==> config.mk <==
export PLATFORM = sky130hd
export DESIGN_NAME = addr_rollback_unit
export DESIGN_NICKNAME = d
export VERILOG_FILES = /design/src/rtl/aru_pkg.sv /design/src/rtl/aru_step.sv /design/src/rtl/aru_slot.sv /design/src/rtl/addr_rollback_unit.sv
export SDC_FILE = /design/constraint.sdc
export NUM_CORES = 1
export LEC_CHECK = 0
export BUFFER_PORTS_ARGS = -buffer_cell sky130_fd_sc_hd__buf_2
export CAP_MARGIN = 10
export CELL_PAD_IN_SITES_DETAIL_PLACEMENT = 1
export CELL_PAD_IN_SITES_GLOBAL_PLACEMENT = 1
export CORE_MARGIN = 2
export CORE_UTILIZATION = 53
export CTS_BUF_LIST = sky130_fd_sc_hd__clkbuf_4 sky130_fd_sc_hd__clkbuf_8
export CTS_CLUSTER_DIAMETER = 40
export DETAILED_ROUTE_END_ITERATION = 6
export HOLD_SLACK_MARGIN = 0.02
export PLACE_DENSITY_LB_ADDON = 0.1
export SKIP_CTS_REPAIR_TIMING = 1
export SYNTH_ARGS = -nofsm -noshare
export SYNTH_HDL_FRONTEND = slang
export SYNTH_SLANG_ARGS = --single-unit
==> constraint.sdc <==
create_clock -name clk -period 11.7 [get_ports clk]
set_input_delay 1.755 -clock clk [delete_from_list [all_inputs] [get_ports clk]]
set_output_delay 1.755 -clock clk [all_outputs]
set_load 0.01 [all_outputs]
==> src/rtl/aru_pkg.sv <==
// Package: shared addressing-mode encoding for the address unit.
// Assumes a 2-bit mode field; codes 0 and 3 both mean plain indirect.
package aru_pkg;
    typedef enum logic [1:0] {
        AM_PLAIN   = 2'd0,
        AM_POSTINC = 2'd1,
        AM_PREDEC  = 2'd2,
        AM_PLAIN2  = 2'd3
    } amode_e;
endpackage

==> src/rtl/aru_step.sv <==
// Module: aru_step
// Computes the operand address and the updated pointer value for one
// request. Purely combinational. Assumes DW-bit wrapping arithmetic.
module aru_step
    import aru_pkg::*;
#(
    parameter int DW = 16
) (
    input  logic [DW-1:0] cur_i,
    input  logic [1:0]    mode_i,
    input  logic          word_i,
    output logic [DW-1:0] addr_o,
    output logic [DW-1:0] next_o,
    output logic          writes_o
);
    logic [DW-1:0] step;

    // Access size selects the pointer step.
    always_comb step = word_i ? DW'(2) : DW'(1);

    // Mode selects the address and the pointer update.
    always_comb begin
        unique case (amode_e'(mode_i))
            AM_POSTINC: begin
                addr_o   = cur_i;
                next_o   = cur_i + step;
                writes_o = 1'b1;
            end
            AM_PREDEC: begin
                next_o   = cur_i - step;
                addr_o   = cur_i - step;
                writes_o = 1'b1;
            end
            default: begin
                addr_o   = cur_i;
                next_o   = cur_i;
                writes_o = 1'b0;
            end
        endcase
    end
endmodule

==> src/rtl/aru_slot.sv <==
// Module: aru_slot
// One pointer register with its rollback shadow and modified flag.
// The shadow is captured on the first request update after the window
// opens, so it always holds the value from instruction start.
// Assumes op_hit_i is already masked off in a fault cycle.
module aru_slot #(
    parameter int DW = 16
) (
    input  logic          clk,
    input  logic          rst_n,
    input  logic          clear_i,
    input  logic          restore_i,
    input  logic          op_hit_i,
    input  logic [DW-1:0] op_val_i,
    input  logic          wr_hit_i,
    input  logic [DW-1:0] wr_val_i,
    output logic [DW-1:0] value_o
);
    logic [DW-1:0] val_q;
    logic [DW-1:0] shadow_q;
    logic          dirty_q;
    logic          first_touch;

    // A request update is the first in this window if the flag is clear
    // or is being cleared in this same cycle.
    always_comb first_touch = op_hit_i && (clear_i || !dirty_q);

    // Register value: restore, then request update, then load port.
    always_ff @(posedge clk) begin
        if (!rst_n) begin
            val_q <= '0;
        end else if (restore_i && dirty_q) begin
            val_q <= shadow_q;
        end else if (op_hit_i) begin
            val_q <= op_val_i;
        end else if (wr_hit_i) begin
            val_q <= wr_val_i;
        end
    end

    // Shadow copy: records the pre-update value on first touch.
    always_ff @(posedge clk) begin
        if (!rst_n) begin
            shadow_q <= '0;
        end else if (first_touch && !restore_i) begin
            shadow_q <= val_q;
        end
    end

    // Modified flag: set by request updates, cleared by start, commit or fault.
    always_ff @(posedge clk) begin
        if (!rst_n) begin
            dirty_q <= 1'b0;
        end else if (restore_i) begin
            dirty_q <= 1'b0;
        end else begin
            dirty_q <= op_hit_i || (dirty_q && !clear_i);
        end
    end

    assign value_o = val_q;
endmodule

==> src/rtl/addr_rollback_unit.sv <==
// Module: addr_rollback_unit
// Top of the autoincrement address unit. Holds NREG pointer slots,
// computes operand addresses and undoes pointer side effects on a fault.
// Assumes NREG is a power of two; a fault masks a same-cycle request.
module addr_rollback_unit
    import aru_pkg::*;
#(
    parameter int NREG = 8,
    parameter int DW   = 16,
    localparam int IW  = $clog2(NREG)
) (
    input  logic          clk,
    input  logic          rst_n,
    input  logic          start_i,
    input  logic          commit_i,
    input  logic          fault_i,
    input  logic          req_valid_i,
    input  logic [IW-1:0] req_reg_i,
    input  logic [1:0]    req_mode_i,
    input  logic          req_word_i,
    input  logic          wr_en_i,
    input  logic [IW-1:0] wr_idx_i,
    input  logic [DW-1:0] wr_data_i,
    input  logic [IW-1:0] rd_idx_i,
    output logic [DW-1:0] rd_data_o,
    output logic          addr_valid_o,
    output logic [DW-1:0] addr_o
);
    logic [NREG-1:0][DW-1:0] reg_vec;
    logic                    take;
    logic                    clear;
    logic [DW-1:0]           cur;
    logic [DW-1:0]           step_addr;
    logic [DW-1:0]           step_next;
    logic                    step_writes;

    // A request is accepted only when no fault arrives with it.
    always_comb take = req_valid_i && !fault_i;

    // Start and commit both close the current rollback window.
    always_comb clear = start_i || commit_i;

    // Select the requested pointer.
    always_comb cur = reg_vec[req_reg_i];

    aru_step #(.DW(DW)) u_step (
        .cur_i    (cur),
        .mode_i   (req_mode_i),
        .word_i   (req_word_i),
        .addr_o   (step_addr),
        .next_o   (step_next),
        .writes_o (step_writes)
    );

    for (genvar g = 0; g < NREG; g++) begin : g_slot
        logic op_hit;
        logic wr_hit;

        // Route the request update and the load port to this slot.
        always_comb begin
            op_hit = take && step_writes && (req_reg_i == IW'(g));
            wr_hit = wr_en_i && (wr_idx_i == IW'(g));
        end

        aru_slot #(.DW(DW)) u_slot (
            .clk       (clk),
            .rst_n     (rst_n),
            .clear_i   (clear),
            .restore_i (fault_i),
            .op_hit_i  (op_hit),
            .op_val_i  (step_next),
            .wr_hit_i  (wr_hit),
            .wr_val_i  (wr_data_i),
            .value_o   (reg_vec[g])
        );
    end

    // Registered operand address and its strobe.
    always_ff @(posedge clk) begin
        if (!rst_n) begin
            addr_valid_o <= 1'b0;
            addr_o       <= '0;
        end else begin
            addr_valid_o <= take;
            if (take) begin
                addr_o <= step_addr;
            end
        end
    end

    // Combinational read port.
    always_comb rd_data_o = reg_vec[rd_idx_i];
endmodule

==> impl_metrics.yaml <==
pwr:
  power.density_nw_per_um2: 141.3
  p_sw_share_pct: 29.38
  leakage_uw: 0.006093
  power_switching_uw: 692.9
  p_clk_share_pct: 43.6
  p_int_uw: 1665
  comb_power_share_pct: 13.4
  seq_power_share_pct: 43.0
  ir_drop_v: 0.00009856
placement:
  hpwl_microns: 44780
  place.port_buffers: 67
  dp_slack_ns: 4.897
  postPlaceCellArea_sq_um: 15540
  routabilityCongestion: 1.027
setup_path:
  r2r_start: "g_slot[1].u_slot.value_o[0]$_SDFFE_PN0P_"
  slowest_stage: "a221oi_2"
  end_kind: "flip-flop"
  arrival_ns: 6.80
  cp.buffers_inverters: 4
  start_kind: "input port"
  path_cells: "buf_2 -> buf_4 -> mux4_2 -> mux2_2 -> inv_1 -> ha_1 -> inv_1 -> fa_1 -> a21oi_1 -> nand4_1 -> nor4_1 -> mux2_2 -> a221oi_2 -> a21boi_0"
  critPathKind: "in2reg"
  reg2regPathDepth: 12
  crit_family: "compound AO/OA/AOI/OAI gates"
  critPathLaunch: "req_reg_i[1]"
  required_ns: 12.11
  cp_max_fo: 54
  cp.depth: 14
  critPathMaxStageDelay_ns: 0.96
logic_synthesis:
  seq_area_frac_synth_pct: 37.21
  synth_most_common_cell: "nand2_1"
  synth_top_cell_by_area: "dfxtp_1"
  synth_seq_cells: 281
  synth_ff_type: "dfxtp_1"
  synth_area_leaders: "dfxtp_1 (37%), nand2_1 (9.8%), mux4_2 (8.0%), a21oi_1 (7.8%), a221oi_1 (4.1%)"
  synth_cell_type_count: 76
  yosysWarningCount: 0
  syn_area_per_cell_sq_um: 8.289
  synth_top_area_share_pct: 37.21
  netlist_instances: 1824
  synth_top_cells_by_count: "nand2_1 (393), dfxtp_1 (281), a21oi_1 (235)"
  async_reset_ff_share_pct: 0
  netlist_area_sq_um: 15120
  synth_fp_nets: 1868
  synth_edf_count: 0
min_path:
  hold_depth: 2
  min_from: "addr_o[3]$_SDFFE_PN0P_"
  hold_path.class: "reg2reg"
finish:
  layout-area-overhead-vs-synth_pct: 10.38
  n_fill_cell: 3397
  drive_gt1_share_pct: 16.11
  utilization_pct: 59.74
  stdcell_area_sq_um: 16690
  layout.nets: 1857
timing:
  slew_violations: 0
  finalSetupViolations: 0
  holdWs_ns: 0.4543
  fin_setup_tns_ns: 0
  layout_min_cycle_time_ns: 6.392
  hold_viol_final: 0
  worst_slew_pin_slew_ns: 1.268
  slew_headroom_pct: 14.81
  fin_ws_ns: 5.308
  period_share_pct: 54.64
  skew_ns: 0.04497
  rsz0062_at_grt: "no"
  max_clock_freq_ghz: 0.1564
floorplan:
  die_x_microns: 172.9
  core_area_sq_um: 27930
  die_h_microns: 172.9
  rows: 61
  ios: 68
  dieArea_sq_um: 29890
  start_util_pct: 54.13
clock_tree:
  cts_max_path_buffers: 3
  cts.sinks: 281
  cts_tree: "done"
  clk_root_buffer_cell: "clkbuf_8"
  clk_pin_slew_worst_paths_ns: 0.06
  clk_latency_ns: 0.61
  cts_max_level: 2
  cts_inserted_buffers: 50
routing:
  drt-pass1-iter-count: 6
  first_iter_violations: 1699
  wl_microns: 66950
  drc: 0
  vias: 15798
  drtAntennaViolNets: 0
  viasPerCell: 7.081
  post_drt_wl_per_cell_microns: 30.01
run:
  maxCapViolCount: 0
grt:
  overflow: 0
  grt_pass1_wl_microns: 98750
  grt.total_usage_pct: 43.85
  grt_antenna_before_repair: 4
  grt_pass1_vias: 15610
  grt_max_degree: 99
outcome:
  run_status: "finished clean"
final cells by class:
class                      count  area (sq um)  area share [%]
multi-input combinational   1373          8869           53.14
timing repair buffer          93         533.0           3.194
sequential                   281          5625           33.71
clock buffer                  79          1012           6.065
antenna                        3         7.507         0.04498
tap                          378         473.0           2.834
inverter                      14         57.56          0.3449
clock inverter                10         111.4          0.6673
flip-flops by register name, summed over array words and instances (netlist names):
register / flops
addr_o: 16
addr_valid_o: 1
g_slot.u_slot.dirty_q: 8
g_slot.u_slot.shadow_q: 128
g_slot.u_slot.value_o: 128
path summary, 6_finish.rpt:
check	slack, ns	endpoint
min	0.45	addr_o[3]$_SDFFE_PN0P_
max	5.31	g_slot[1].u_slot.value_o[14]$_SDFFE_PN0P_
max reg2reg	6.86	g_slot[1].u_slot.value_o[14]$_SDFFE_PN0P_
min reg2reg	0.45	addr_o[3]$_SDFFE_PN0P_
worst reg2reg max path, stage by stage (launching register included):
cell and delay, ns:
dfxtp_1 0.43, mux4_2 0.50, mux2_2 0.30, inv_1 0.14, ha_1 0.16, inv_1 0.05
fa_1 0.47, a21oi_1 0.19, nand4_1 0.30, nor4_1 0.47, mux2_2 0.40, a221oi_2 0.96
a21boi_0 0.28
kinds of logic after synthesis:
| family | count (synthesis) | synth area share [%] |
|---|---|---|
| adder cells (fa/ha/maj) | 9 | 0.8441 |
| XOR/XNOR | 14 | 0.8110 |
| multiplexers | 118 | 12.61 |
| AO/OA/AOI/OAI | 602 | 26.42 |
| AND/OR/NAND/NOR | 630 | 17.60 |
| flip-flops | 281 | 37.21 |
| buffers and inverters | 170 | 4.502 |
layer usage:
layer | vias up | global-route usage (%) | wire length, microns
li1 | 6684 | - | -
met1 | 7841 | 54.57 | 24670
met4 | 0 | 31.46 | 5691
met2 | 958 | 64.83 | 28440
met3 | 315 | 13.13 | 8139
met5 | - | 0 | 0
metrics by stage:
step                      cells  total power [uW]
after floorplan            1824              1201
after global placement     2137              1322
after detailed placement   2137              1331
after CTS                  2226              2341
after global routing       2228              2407
final                      2231              2358
power by group through the flow:
stage / logic, uW / registers (uW) / clock network, uW
2_1_floorplan: 188 / 1010 / 0
5_1_grt: 325 / 1010 / 1070
4_1_cts: 302 / 1010 / 1030
6_report: 316 / 1010 / 1030
3_5_place_dp: 300 / 1030 / 0
3_3_place_gp: 292 / 1030 / 0
cells in the final DEF, fill, tap and decap left out, types with 24 or more instances in the layout:
master      n
buf_4      27
mux2i_1    24
clkbuf_8   67
mux2_2     40
buf_2      66
nor2_1    107
a221oi_1   70
nand3_1    24
mux4_2     54
dfxtp_1   281
nor3_1     27
o21ai_0    92
a21oi_1   234
nand2_1   393
(Power assumes the default switching activity.)
